--- src/rtl/sc_tx_pkg.sv ---
package sc_tx_pkg;

   // card clock control encoding
   typedef enum logic [1:0] {
      CKS_LOW  = 2'b00,
      CKS_RUN  = 2'b01,
      CKS_HIGH = 2'b10,
      CKS_RSV  = 2'b11
   } cks_e;

   // number of bit slots in a frame: start + data + parity
   function automatic int frame_bits(input int data_w);
      return data_w + 2;
   endfunction

endpackage

--- src/rtl/sc_etu_timer.sv ---
module sc_etu_timer #(
   parameter int LEN_W = 12,
   parameter int IDX_W = 5
) (
   input  logic             clk,
   input  logic             rst_n,
   input  logic             start_i,
   input  logic             run_i,
   input  logic [LEN_W-1:0] half_len_i,
   output logic [IDX_W-1:0] half_idx_o,
   output logic             half_end_o
);

   logic [LEN_W-1:0] cnt_q;
   logic [LEN_W-1:0] last_w;
   logic [IDX_W-1:0] idx_q;

   // a zero length behaves as one cycle per half-bit
   assign last_w     = (half_len_i == '0) ? '0 : half_len_i - LEN_W'(1);
   assign half_end_o = run_i && !start_i && (cnt_q >= last_w);
   assign half_idx_o = idx_q;

   always_ff @(posedge clk or negedge rst_n) begin
      if (!rst_n) begin
         cnt_q <= '0;
         idx_q <= '0;
      end else if (start_i || !run_i) begin
         cnt_q <= '0;
         idx_q <= '0;
      end else if (half_end_o) begin
         cnt_q <= '0;
         idx_q <= idx_q + IDX_W'(1);
      end else begin
         cnt_q <= cnt_q + LEN_W'(1);
      end
   end


   half_hold_chk: assert property (@(posedge clk) disable iff (!rst_n)
      (run_i && !start_i && !half_end_o) |=> $stable(half_idx_o));

endmodule

--- src/rtl/sc_frame_tx.sv ---
module sc_frame_tx #(
   parameter int DATA_W   = 8,
   parameter int IDX_W    = 5,
   parameter int SAMPLE_H = 21,
   parameter int TEND_N_H = 25,
   parameter int TEND_G_H = 22
) (
   input  logic              clk,
   input  logic              rst_n,
   input  logic              start_i,
   input  logic              abort_i,
   input  logic              gsm_i,
   input  logic [DATA_W-1:0] data_i,
   input  logic [IDX_W-1:0]  half_idx_i,
   input  logic              half_end_i,
   input  logic              line_i,
   output logic              busy_o,
   output logic              tx_o,
   output logic              err_hit_o,
   output logic              tend_pt_o
);

   localparam int FB = sc_tx_pkg::frame_bits(DATA_W);

   logic          busy_q;
   logic [FB-1:0] frame_q;
   logic [IDX_W-1:0] bit_idx;
   logic          bit_val;
   logic [IDX_W-1:0] tend_last;

   assign bit_idx   = half_idx_i >> 1;
   assign tend_last = gsm_i ? IDX_W'(TEND_G_H - 1) : IDX_W'(TEND_N_H - 1);

   // select the current frame slot; slots past the parity bit are guard (high)
   always_comb begin
      bit_val = 1'b1;
      for (int k = 0; k < FB; k++) begin
         if (bit_idx == IDX_W'(k)) bit_val = frame_q[k];
      end
   end

   assign tx_o      = busy_q ? bit_val : 1'b1;
   assign busy_o    = busy_q;
   assign tend_pt_o = busy_q && half_end_i && (half_idx_i == tend_last);
   assign err_hit_o = busy_q && half_end_i && !line_i &&
                      (half_idx_i == IDX_W'(SAMPLE_H - 1));

   always_ff @(posedge clk or negedge rst_n) begin
      if (!rst_n) begin
         busy_q  <= 1'b0;
         frame_q <= '1;
      end else if (abort_i) begin
         busy_q  <= 1'b0;
      end else if (start_i) begin
         busy_q  <= 1'b1;
         frame_q <= {^data_i, data_i, 1'b0};
      end else if (tend_pt_o) begin
         busy_q  <= 1'b0;
      end
   end


   start_low_chk: assert property (@(posedge clk) disable iff (!rst_n)
      (busy_q && (half_idx_i < IDX_W'(2))) |-> !tx_o);


   guard_high_chk: assert property (@(posedge clk) disable iff (!rst_n)
      (busy_q && (half_idx_i >= IDX_W'(2 * FB))) |-> tx_o);

endmodule

--- src/rtl/sc_card_clk.sv ---
module sc_card_clk #(
   parameter int CK_HALF = 2
) (
   input  logic       clk,
   input  logic       rst_n,
   input  logic       gsm_i,
   input  logic [1:0] ck_sel_i,
   output logic       card_clk_o
);

   import sc_tx_pkg::*;

   logic run_w;
   logic lvl_w;
   logic ck_q;

   // bit 0 runs the clock in both modes; a fixed high level exists only in GSM mode
   assign run_w      = ck_sel_i[0];
   assign lvl_w      = gsm_i & ck_sel_i[1];
   assign card_clk_o = ck_q;

   generate
      if (CK_HALF == 1) begin : g_fast
         always_ff @(posedge clk or negedge rst_n) begin
            if (!rst_n)     ck_q <= 1'b0;
            else if (run_w) ck_q <= ~ck_q;
            else            ck_q <= lvl_w;
         end
      end else begin : g_div
         localparam int CW = $clog2(CK_HALF);
         logic [CW-1:0] cnt_q;
         always_ff @(posedge clk or negedge rst_n) begin
            if (!rst_n) begin
               cnt_q <= '0;
               ck_q  <= 1'b0;
            end else if (!run_w) begin
               cnt_q <= '0;
               ck_q  <= lvl_w;
            end else if (cnt_q == CW'(CK_HALF - 1)) begin
               cnt_q <= '0;
               ck_q  <= ~ck_q;
            end else begin
               cnt_q <= cnt_q + CW'(1);
            end
         end
      end
   endgenerate


   hold_high_chk: assert property (@(posedge clk) disable iff (!rst_n)
      (gsm_i && ck_sel_i == CKS_HIGH) |=> card_clk_o);


   hold_low_chk: assert property (@(posedge clk) disable iff (!rst_n)
      (!ck_sel_i[0] && (!gsm_i || ck_sel_i == CKS_LOW)) |=> !card_clk_o);

endmodule

--- src/rtl/sc_char_tx.sv ---
module sc_char_tx #(
   parameter int DATA_W  = 8,
   parameter int LEN_W   = 12,
   parameter int CK_HALF = 2
) (
   input  logic              clk,
   input  logic              rst_n,
   input  logic              standby_i,
   input  logic              tx_en_i,
   input  logic              gsm_i,
   input  logic [LEN_W-1:0]  half_len_i,
   input  logic              wr_cpu_i,
   input  logic              wr_dma_i,
   input  logic [DATA_W-1:0] wr_data_i,
   input  logic              tdre_rd_i,
   input  logic              tdre_clr_i,
   input  logic              err_clr_i,
   input  logic              line_i,
   input  logic [1:0]        ck_sel_i,
   output logic              tx_o,
   output logic              card_clk_o,
   output logic              tdre_o,
   output logic              tend_o,
   output logic              err_o
);

   localparam int FB       = sc_tx_pkg::frame_bits(DATA_W);
   localparam int SAMPLE_H = 2 * FB + 1;
   localparam int TEND_N_H = 2 * FB + 5;
   localparam int TEND_G_H = 2 * FB + 2;
   localparam int IDX_W    = $clog2(TEND_N_H + 1);

   generate
      if (DATA_W < 1)  begin : g_bad_data  $error("DATA_W must be at least 1");  end
      if (LEN_W < 1)   begin : g_bad_len   $error("LEN_W must be at least 1");   end
      if (CK_HALF < 1) begin : g_bad_ck    $error("CK_HALF must be at least 1"); end
   endgenerate

   logic [DATA_W-1:0] buf_q;
   logic              tdre_q, tend_q, err_q, armed_q;
   logic              busy_w, start_w, abort_w, clr_eff_w;
   logic              err_hit_w, tend_pt_w, half_end_w;
   logic [IDX_W-1:0]  half_idx_w;

   assign abort_w   = !tx_en_i || standby_i;
   assign start_w   = tx_en_i && !standby_i && !tdre_q && !busy_w;
   assign clr_eff_w = tdre_clr_i && armed_q;

   sc_etu_timer #(.LEN_W(LEN_W), .IDX_W(IDX_W)) u_timer (
      .clk        (clk),
      .rst_n      (rst_n),
      .start_i    (start_w),
      .run_i      (busy_w),
      .half_len_i (half_len_i),
      .half_idx_o (half_idx_w),
      .half_end_o (half_end_w)
   );

   sc_frame_tx #(
      .DATA_W   (DATA_W),
      .IDX_W    (IDX_W),
      .SAMPLE_H (SAMPLE_H),
      .TEND_N_H (TEND_N_H),
      .TEND_G_H (TEND_G_H)
   ) u_frame (
      .clk        (clk),
      .rst_n      (rst_n),
      .start_i    (start_w),
      .abort_i    (abort_w),
      .gsm_i      (gsm_i),
      .data_i     (buf_q),
      .half_idx_i (half_idx_w),
      .half_end_i (half_end_w),
      .line_i     (line_i),
      .busy_o     (busy_w),
      .tx_o       (tx_o),
      .err_hit_o  (err_hit_w),
      .tend_pt_o  (tend_pt_w)
   );

   sc_card_clk #(.CK_HALF(CK_HALF)) u_ck (
      .clk        (clk),
      .rst_n      (rst_n),
      .gsm_i      (gsm_i),
      .ck_sel_i   (ck_sel_i),
      .card_clk_o (card_clk_o)
   );

   // holding buffer
   always_ff @(posedge clk or negedge rst_n) begin
      if (!rst_n)                    buf_q <= '0;
      else if (wr_cpu_i || wr_dma_i) buf_q <= wr_data_i;
   end

   // empty flag and the read-before-clear arming
   always_ff @(posedge clk or negedge rst_n) begin
      if (!rst_n) begin
         tdre_q  <= 1'b1;
         armed_q <= 1'b0;
      end else begin
         if (wr_dma_i || clr_eff_w) tdre_q <= 1'b0;
         else if (start_w)          tdre_q <= 1'b1;
         if (wr_dma_i || clr_eff_w)     armed_q <= 1'b0;
         else if (tdre_rd_i && tdre_q)  armed_q <= 1'b1;
      end
   end

   // end flag
   always_ff @(posedge clk or negedge rst_n) begin
      if (!rst_n)                              tend_q <= 1'b1;
      else if (standby_i || (!tx_en_i && !err_q)) tend_q <= 1'b1;
      else if (wr_dma_i || clr_eff_w)          tend_q <= 1'b0;
      else if (tend_pt_w && tdre_q && !err_q)  tend_q <= 1'b1;
   end

   // error flag
   always_ff @(posedge clk or negedge rst_n) begin
      if (!rst_n)         err_q <= 1'b0;
      else if (err_hit_w) err_q <= 1'b1;
      else if (err_clr_i) err_q <= 1'b0;
   end

   assign tdre_o = tdre_q;
   assign tend_o = tend_q;
   assign err_o  = err_q;


   tend_rise_chk: assert property (@(posedge clk) disable iff (!rst_n)
      $rose(tend_q) |-> ($past(tdre_q && !err_q) || $past(!tx_en_i && !err_q) ||
                         $past(standby_i)));


   tdre_fall_chk: assert property (@(posedge clk) disable iff (!rst_n)
      $fell(tdre_q) |-> $past(wr_dma_i || (tdre_clr_i && armed_q)));


   tend_force_chk: assert property (@(posedge clk) disable iff (!rst_n)
      (standby_i || (!tx_en_i && !err_q)) |=> tend_q);


   err_rise_chk: assert property (@(posedge clk) disable iff (!rst_n)
      $rose(err_q) |-> $past(busy_w && !line_i));

endmodule

--- config.mk ---
export PLATFORM = sky130hd
export DESIGN_NAME = sc_char_tx
export DESIGN_NICKNAME = d
export VERILOG_FILES = /design/src/rtl/sc_tx_pkg.sv /design/src/rtl/sc_etu_timer.sv /design/src/rtl/sc_frame_tx.sv /design/src/rtl/sc_card_clk.sv /design/src/rtl/sc_char_tx.sv
export SDC_FILE = /design/constraint.sdc
export NUM_CORES = 1
export LEC_CHECK = 0
export CAP_MARGIN = 0
export CORE_MARGIN = 2
export CORE_UTILIZATION = 45
export CTS_CLUSTER_DIAMETER = 80
export DETAILED_ROUTE_END_ITERATION = 7
export GPL_TIMING_DRIVEN = 0
export PLACE_DENSITY = 0.68
export SLEW_MARGIN = 40
export SYNTH_ARGS = -nofsm -noshare
export SYNTH_HDL_FRONTEND = slang
export SYNTH_HIERARCHICAL = 1
export SYNTH_SLANG_ARGS = --single-unit
--- constraint.sdc ---
create_clock -name clk -period 2.6 [get_ports clk]
set_input_delay 0.26 -clock clk [delete_from_list [all_inputs] [get_ports clk]]
set_output_delay 0.26 -clock clk [all_outputs]
set_load 0.01 [all_outputs]
After elaboration in Yosys (flattened, before gate mapping)
Index checks and enable logic that the tools add are counted.

Register bits: 42. Input bits: 33. Output and inout port bits: 5. Word-level logic and storage cells: 100.

Add/sub/neg operators: 4. Order comparisons: 1. Equality and inequality tests: 12. Muxes and demuxes: 33. Bitwise gates (word level): 3. Reductions and logical operators: 36.

Operators with widths (count): 2-to-1 mux 12 bit (3); 2-to-1 mux 1 bit (27); equality test 4 x 3 -> 1 bit (second input constant) (4); logical AND 1 bit (14); adder 12 x 1 -> 12 bit (second input constant) (1); greater-or-equal comparator 12 bit (1); zero test 12 bit (1); subtractor 12 x 1 -> 12 bit (second input constant) (1); 2-to-1 mux 5 bit (2); equality test 4 x 2 -> 1 bit (second input constant) (2); equality test 4 bit (second input constant) (2); nonzero test 2 bit (4); parity 8 bit (1); zero test 1 bit (7); nonzero test 3 bit (2); adder 5 x 1 -> 5 bit (second input constant) (1); equality test 5 bit (1); equality test 5 bit (second input constant) (1); zero test 5 bit (1); logical OR 1 bit (5); equality test 4 x 1 -> 1 bit (second input constant) (1); 2-to-1 mux 4 bit (1); != test 2 x 1 -> 1 bit (second input constant) (1); inverter 1 bit (2); other kinds (3) (3).

Logic depth before layout (Yosys ltp)
Gate-level depths: netlist of run 1.

Depth after elaboration: 14. Depth in mapped cells: 18. Depth with buffers taken out: 18.

Modules after synthesis
The synthesis of run 1 kept the hierarchy.

Modules (own cells, without submodules): sc_etu_timer (instances 1, cells each 164, area each 1393.8 um^2, seq. area each 425.4 um^2); sc_frame_tx (instances 1, cells each 48, area each 619.3 um^2, seq. area each 287.8 um^2); sc_char_tx (instances 1, cells each 34, area each 478.0 um^2, seq. area each 302.8 um^2); sc_card_clk (instances 1, cells each 6, area each 81.3 um^2, seq. area each 50.0 um^2).

Worst setup path after synthesis of run 1
Ideal clock, no wire load.

Kind: input -> register. From: input port half_len_i[5]. To: register tend_q, in the netlist tend_o. Setup time: 0.082 ns. Data arrival time: 3.016 ns. Required time: 2.518 ns. Path slack: -0.497 ns. Cell stages on the path: 16. Buffers on the path: 0. Cell sequence: or3_4 -> or3_4 -> nor4_4 -> mux2i_1 -> ha_1 -> a21oi_1 -> a21boi_0 -> nor2_1 -> o21a_1 -> nor2b_1 -> nand4b_1 -> o21bai_1 -> inv_1 -> nand2_1 -> o21bai_1 -> a211o_1.

Cells in the longest elaborated chain, start to end: 9. Elaborated cells between the ends (all ways): 10. Classes of those cells: 1 x add/sub; 1 x order compare; 1 x mux; 7 x reduce/logical.

RTL lines: from (decl) (RTL line sc_char_tx.sv:11) `input logic [LEN_W-1:0] half_len_i,`; subtractor 12 x 1 -> 12 bit or zero test 12 bit (tied branches) (RTL line sc_etu_timer.sv:19) `assign last_w = (half_len_i == '0) ? '0 : half_len_i - LEN_W'(1);`; 2-to-1 mux 12 bit * (RTL line sc_etu_timer.sv:19); greater-or-equal comparator 12 bit * (RTL line sc_etu_timer.sv:20) `assign half_end_o = run_i && !start_i && (cnt_q >= last_w);`; logical AND 1 bit * (RTL line sc_etu_timer.sv:20); via half_end_w (RTL line sc_char_tx.sv:42) `logic err_hit_w, tend_pt_w, half_end_w;`; logical AND 1 bit * (2 in a row) (RTL line sc_frame_tx.sv:44) `assign tend_pt_o = busy_q && half_end_i && (half_idx_i == tend_last);`; via tend_pt_w (RTL line sc_char_tx.sv:42); logical AND 1 bit * (2 in a row) (RTL line sc_char_tx.sv:113) `else if (tend_pt_w && tdre_q && !err_q) tend_q <= 1'b1;`; nonzero test 3 bit (no line) *; to (signal assigned) (RTL line sc_char_tx.sv:111) `else if (standby_i || (!tx_en_i && !err_q)) tend_q <= 1'b1;`; to (signal assigned) (RTL line sc_char_tx.sv:112) `else if (wr_dma_i || clr_eff_w) tend_q <= 1'b0;`; to (signal assigned) (RTL line sc_char_tx.sv:113); to (decl) (RTL line sc_char_tx.sv:40) `logic tdre_q, tend_q, err_q, armed_q;`.

The timed path passes the listed nets; every way through them passes the cells marked *. A chain may end at the register's enable or synchronous reset.

Worst setup path in the final report of run 1
Ends and elaborated chain as after synthesis.

==> metrics.yaml, run 1 <==
global_routing:
  first_global_vias: 2180
  grt_max_degree: 43
  grt_pass1_wl_um: 9400
  grt_overflow_total: 0
  antenna_found_initial: 0
  grt_usage: 0.186
power_and_ir_drop:
  ir_worst_vdd_v: 0.000292
  p_leak_nw: 1.45
  powerDensity_nw_per_um2: 425
  total_power_mw: 1.45
worst_setup_path:
  critPathArrivalTime_ns: 3.20
  path_max_fanout: 3
  slowest_stage: "or3_4"
  crit_cells: 17
  ff2ff_path_depth: 12
  cp_num_buf_inv: 3
  cp_top_family: "simple AND/OR/NAND/NOR gates"
  end_kind: "flip-flop"
  worstSetupStartpointType: "primary input"
  worstPathRequired_ns: 2.84
  max_stage_delay_ns: 0.39
  crit_type: "in2reg"
  crit_chain: "buf_8, or3_4, or3_4, nor4_4, mux2i_1, ha_1, nand4_1, nor2_2, inv_2, o21a_2, nor2b_1, nand4b_1, o21bai_4, inv_2, nand2_1, o21bai_1, a211o_1"
sta:
  worstMarginPinSlew_ns: 0.515
  finClkSkew_ns: 0.00892
  final.period_utilization: 1.14
  whs_ns: 0.482
  layout_setup_ws_ns: -0.365
  maxSlewViolCount: 0
  max_freq_mhz: 337
  rsz0062_at_grt: "yes"
  slew_headroom: 0.652
  period_needed_ns: 2.96
  setup_viol: 15
  tns_ns: -1.57
  hold_viol: 0
die:
  ios: 38
  start_util: 0.467
  core_region_area_sq_um: 5510
  die_h_um: 79.6
  rows: 27
  dieWidth_um: 79.6
  dieArea_sq_um: 6340
final_layout:
  area_delta_synth_final_pct: 32.9
  diodes: 0
  drive_gt1_frac: 0.302
  nets: 366
  finalNonFillerCells: 390
  fin_area_sq_um: 3420
  fin_util: 0.621
clocking:
  numCtsBuffers: 5
  clock_sinks: 42
  cts_tree: "yes"
  clkLatencyLatePin_ns: 0.30
  cts-htree-levels: 2
  path_clk_slew_ns: 0.08
  cts_root_buffer: "clkbuf_8"
  cts.path.max_buffers: 2
placement:
  gp_congestion: 0.764
  placed_cell_area_sq_um: 3040
  placed_cells: 361
  pre_cts_ws_ns: -1.44
  post-dp-hpwl_um: 3750
  port_buffers: 37
logic_synthesis:
  synth_nets: 301
  yosysTopAreaCell: "dfrtp_1"
  synth_area_per_cell_sq_um: 10.2
  yosysSeqAreaShare: 0.414
  synth_edf_count: 0
  yosysMostFrequentCell: "dfrtp_1"
  synthTopCellsByCount: "30 x dfrtp_1, 26 x nor2_1, 22 x nand2_1"
  synth_area_leaders: "dfrtp_1 29%, dfstp_2 12%, ha_1 7.8%"
  ys_warn_count: 6
  synth_top_area_share: 0.292
  ys.flop_type: "dfrtp_1"
  mappedNetlistArea_sq_um: 2570
  ys_types: 42
  async_flop_share: 1.00
  ys_ff_latch: 42
  synth_cells: 252
route:
  drtAntennaViolNets: 0
  vias_per_cell: 5.30
  drt_drc_violations_left: 0
  dr.pass1.iters: 4
  wl_per_cell_um: 14.1
  num_vias: 2067
  route.final.wire_length_um: 5490
  drtIter0Drc: 76
min_path:
  hold_path_class: "in2async"
job:
  maxCapViolations: 0
run_status:
  violations: "negative setup slack"
  status: "finished with violations"
cell type report:
cell class,instances,area (sq um)
timing repair buffer,59,537
sequential,42,1070
multi-input combinational,197,1590
buffer,3,22.5
clock buffer,8,80.1
tap,72,90.1
inverter,9,33.8
fill,490,2090
worst register-to-register path: cells and delay by family, from the launching register on:
family	cells	cell delay [ns]
and+or+nand+nor	5	0.72
AOI/OAI and AO/OA	4	0.67
DFF	1	0.43
adders and majority gates	1	0.33
buffers and inverters	2	0.11
state kept, by name (all words and copies together) (netlist names):
name	flops
tdre_o	1
u_ck/g_div.cnt_q	1
u_timer/cnt_q	12
armed_q	1
buf_q	8
u_frame/busy_o	1
u_frame/frame_q	10
u_ck/card_clk_o	1
tend_o	1
u_timer/half_idx_o	5
err_o	1
cells in the final DEF (no fill, tap or decap), types with 6 or more instances in the layout:
master            n
buf_4            21
nand3_1           6
ha_1             15
xnor2_1          15
a21oi_1           9
dfrtp_1          30
nor2b_1           7
nand2_1          21
mux2_2           17
clkbuf_8          6
nor2_1           23
inv_1             7
nand2b_1          7
clkdlybuf4s50_1  24
xor2_1            6
mux2i_1           9
dfstp_2          12
per-layer routing:
metal  vias up  GRT usage  part of all wire
met5         -          0                 0
met4         0     0.0569             0.016
met3         8     0.0396             0.043
met2        42      0.343              0.53
met1      1000      0.214              0.41
li1       1017          -                 -
repair_timing:
action,4_1_cts,5_1_grt
setup buffers,18,7
hold endpoints to repair,30,0
cloned,1,0
gates resized for setup,43,23
hold buffers,1,0
endpoints found under the setup margin,20,20
pin swaps,22,21
worst paths after layout:
check / end / slack (ns) / from
min in group clk: u_timer/cnt_q[0]$_DFF_PN0_ / 0.48 / u_timer/cnt_q[0]$_DFF_PN0_
hold reg to reg: u_timer/cnt_q[0]$_DFF_PN0_ / 0.48 / u_timer/cnt_q[0]$_DFF_PN0_
hold / removal: u_timer/half_idx_o[0]$_DFFE_PN0P_ / 0.48 / rst_n
max in group asynchronous: u_frame/frame_q[8]$_DFFE_PN1P_ / 1.74 / rst_n
setup / recovery: tend_o$_DFFE_PN1P_ / -0.36 / half_len_i[5]
setup reg to reg: tend_o$_DFFE_PN1P_ / 0.28 / u_timer/cnt_q[10]$_DFF_PN0_
logic make-up after synthesis:
logic type,Yosys count,synth area share
multiplexers,28,0.130
AO/OA/AOI/OAI,33,0.0817
adder cells (fa/ha/maj),16,0.0778
XOR/XNOR,21,0.0715
AND/OR/NAND/NOR,99,0.205
flip-flops,42,0.414
buffers and inverters,13,0.0195
power by group:
part	total [mW]	internal, mW	switching [mW]
sequential	0.784	0.747	0.0377
clock	0.400	0.191	0.210
combinational	0.268	0.159	0.109
Power figures use the tool's default switching activity.
==> run 2, diff against run 1 <==
--- a/config.mk
+++ b/config.mk
@@ -9,6 +9,7 @@
 export CORE_MARGIN = 2
 export CORE_UTILIZATION = 45
 export CTS_CLUSTER_DIAMETER = 80
+export CTS_CLUSTER_SIZE = 30
 export DETAILED_ROUTE_END_ITERATION = 7
 export GPL_TIMING_DRIVEN = 0
 export PLACE_DENSITY = 0.68
==> results of run 2 <==
Final layout, timing and power as in run 1 (identical DEF).
==> run 3, diff against run 2 <==
--- a/config.mk
+++ b/config.mk
@@ -11,8 +11,9 @@
 export CTS_CLUSTER_DIAMETER = 80
 export CTS_CLUSTER_SIZE = 30
 export DETAILED_ROUTE_END_ITERATION = 7
+export GPL_ROUTABILITY_DRIVEN = 0
 export GPL_TIMING_DRIVEN = 0
-export PLACE_DENSITY = 0.68
+export PLACE_DENSITY = 0.66
 export SLEW_MARGIN = 40
 export SYNTH_ARGS = -nofsm -noshare
 export SYNTH_HDL_FRONTEND = slang
==> run 3 against run 2 <==
- the run still ends with negative setup slack left
- combinational power about the same
- critical path depth increased by 2
- sequential power about the same
==> metrics.yaml, run 3 (same netlist as run 1, synthesis figures left out) <==
sta:
  worstMarginPinSlew_ns: 0.525  # +0.00993 ns
  max_freq_mhz: 329  # -2.5%
  period_needed_ns: 3.04  # +0.0762 ns
  hold_viol: 0  # unchanged
  layout_setup_ws_ns: -0.441  # -0.0762 ns
  finClkSkew_ns: 0.00172  # -0.00720 ns
  rsz0062_at_grt: "yes"
  tns_ns: -5.95  # -4.37 ns
  maxSlewViolCount: 0  # unchanged
  slew_headroom: 0.650  # -0.00178
  final.period_utilization: 1.17  # +0.0293
  setup_viol: 16  # +1
route:
  drtIter0Drc: 45  # -41%
  drt_drc_violations_left: 0  # unchanged
  route.final.wire_length_um: 5510  # +0.27%
  wl_per_cell_um: 14.0  # -0.49%
  vias_per_cell: 5.28  # -0.43%
  num_vias: 2074  # +0.34%
  drtAntennaViolNets: 0  # unchanged
  dr.pass1.iters: 4  # unchanged
die:
  die_h_um: 79.6  # unchanged
  rows: 27  # unchanged
  dieWidth_um: 79.6  # unchanged
  dieArea_sq_um: 6340  # unchanged
  start_util: 0.467  # unchanged
  core_region_area_sq_um: 5510  # unchanged
  ios: 38  # unchanged
final_layout:
  fin_util: 0.641  # +0.0195
  fin_area_sq_um: 3530  # +3.1%
  area_delta_synth_final_pct: 37.1
  regMostFlops: "u_timer/cnt_q"
  drive_gt1_frac: 0.336  # +0.0346
  largest_reg_flops: 12  # unchanged
  layout_commonest_cell: "dfrtp_1"
  diodes: 0  # unchanged
  nets: 369  # +0.82%
  mostFrequentLayoutCells: "30 x dfrtp_1, 25 x clkdlybuf4s50_1, 19 x nand2_1"
  reg_top3: "u_timer/cnt_q (12), u_frame/frame_q (10), buf_q (8)"
  n_fill_cell: 478  # -2.4%
clocking:
  path_clk_slew_ns: 0.08  # about the same
  cts.path.max_buffers: 2  # unchanged
  cts-htree-levels: 2  # unchanged
  clkLatencyLatePin_ns: 0.28  # -0.02 ns
  cts_root_buffer: "clkbuf_8"
  numCtsBuffers: 5  # unchanged
  cts_tree: "yes"
  clock_sinks: 42  # unchanged
placement:
  placed_cell_area_sq_um: 3040  # unchanged
  port_buffers: 37  # unchanged
  post-dp-hpwl_um: 3700  # -1.2%
  pre_cts_ws_ns: -1.49  # -0.0472 ns
power_and_ir_drop:
  total_power_mw: 1.55  # +6.7%
  powerDensity_nw_per_um2: 439  # +3.4%
  p_leak_nw: 1.46  # +0.68%
  ir_worst_vdd_v: 0.000391  # +34%
global_routing:
  grt_max_degree: 43  # unchanged
  grt_overflow_total: 0  # unchanged
  antenna_found_initial: 0  # unchanged
  grt_pass1_wl_um: 9330  # -0.73%
  grt_usage: 0.187  # +0.000831
  first_global_vias: 2106  # -3.4%
worst_setup_path:
  worstPathRequired_ns: 2.83  # about the same
  r2r-end: "tend_o$_DFFE_PN1P_"
  r2r_setup_slack_ns: 0.30  # +0.02 ns
  r2r-start: "u_timer/cnt_q[5]$_DFF_PN0_"
  end_kind: "flip-flop"
  critPathArrivalTime_ns: 3.27  # +0.07 ns
  worstSetupStartpointType: "primary input"
  critPathLaunch: "half_len_i[5]"
  endpoint: "tend_o$_DFFE_PN1P_"
  crit_type: "in2reg"
  ff2ff_path_depth: 11  # -1
  path_max_fanout: 4  # +1
run_status:
  status: "finished with violations"
  violations: "negative setup slack"
job:
  maxCapViolations: 0  # unchanged
min_path:
  hold_path_class: "reg2reg"
  holdPathStages: 1
-- run 3: cell count changes in the layout (fill, tap and decap cells not counted), moves of 2 or more --
| cell | change |
|---|---|
| nor2_2 | +10 |
| o21ai_2 | +2 |
| nor2_1 | -11 |
| nand2_1 | -2 |
| buf_4 | -4 |
| dlygate4sd2_1 | +4 |
| dlymetal6s2s_1 | -3 |
| clkbuf_2 | -2 |
| buf_6 | +8 |
| o21ai_0 | -3 |
-- run 3: worst min path at each step --
stage / from / to / slack, ns
after global placement: u_frame/frame_q[0]$_DFFE_PN1P_ / u_frame/frame_q[0]$_DFFE_PN1P_ / 0.47
after floorplan: rst_n / armed_q$_DFFE_PN0P_ / -0.04
final: u_frame/frame_q[0]$_DFFE_PN1P_ / u_frame/frame_q[0]$_DFFE_PN1P_ / 0.49
after global routing: u_frame/frame_q[0]$_DFFE_PN1P_ / u_frame/frame_q[0]$_DFFE_PN1P_ / 0.51
after CTS: u_frame/frame_q[0]$_DFFE_PN1P_ / u_frame/frame_q[0]$_DFFE_PN1P_ / 0.49
after detailed placement: rst_n / armed_q$_DFFE_PN0P_ / 0.28
-- run 3: power by group --
part	internal, mW	total (mW)	switching [mW]
Combinational	0.159	0.270	0.111
Clock	0.287	0.497	0.210
Sequential	0.746	0.782	0.0361
-- run 3: worst max-delay path, stage by stage --
cell and delay [ns]:
buf_8 0.10, or3_4 0.38, buf_6 0.13, nor3_4 0.26
nand3_2 0.12, nor3_2 0.21, a21oi_2 0.07, ha_1 0.30
nand4_1 0.18, nor2_2 0.20, inv_2 0.05, o21a_2 0.19
nor2b_1 0.11, nand4b_1 0.15, o21bai_4 0.22, inv_2 0.07
nand2_2 0.04, o21bai_1 0.11, a211o_1 0.14
-- run 3: area by class of cell --
| class | instances | area (sq um) | area share |
|---|---|---|---|
| Inverter | 9 | 33.8 | 0.00958 |
| Buffer | 3 | 22.5 | 0.00639 |
| Clock buffer | 7 | 76.3 | 0.0216 |
| Clock inverter | 1 | 30.0 | 0.00851 |
| Sequential cell | 42 | 1070 | 0.302 |
| Multi-Input combinational cell | 197 | 1630 | 0.462 |
| Timing Repair Buffer | 62 | 579 | 0.164 |
| Tap cell | 72 | 90.1 | 0.0255 |
-- run 3: metrics by stage --
stage | std cells | hold slack, ns
after floorplan | 252 | -0.0356
after global placement | 361 | 0.470
after detailed placement | 361 | 0.277
after CTS | 390 | 0.488
after global routing | 393 | 0.507
final | 393 | 0.486
-- run 3: repair_timing --
item                                   CTS  global route
gates cloned                             1             0
endpoints found under the hold margin   30             0
gates resized for setup                 54            31
pin swaps                               23            24
hold buffers                             1             0
buffers inserted                        35             8
setup endpoints to repair               20            20
-- run 3: per-layer routing --
layer	global-route usage	wire [um]
met1	0.216	2250
met2	0.344	2960
met3	0.0362	235
met4	0.0621	60
met5	0	0
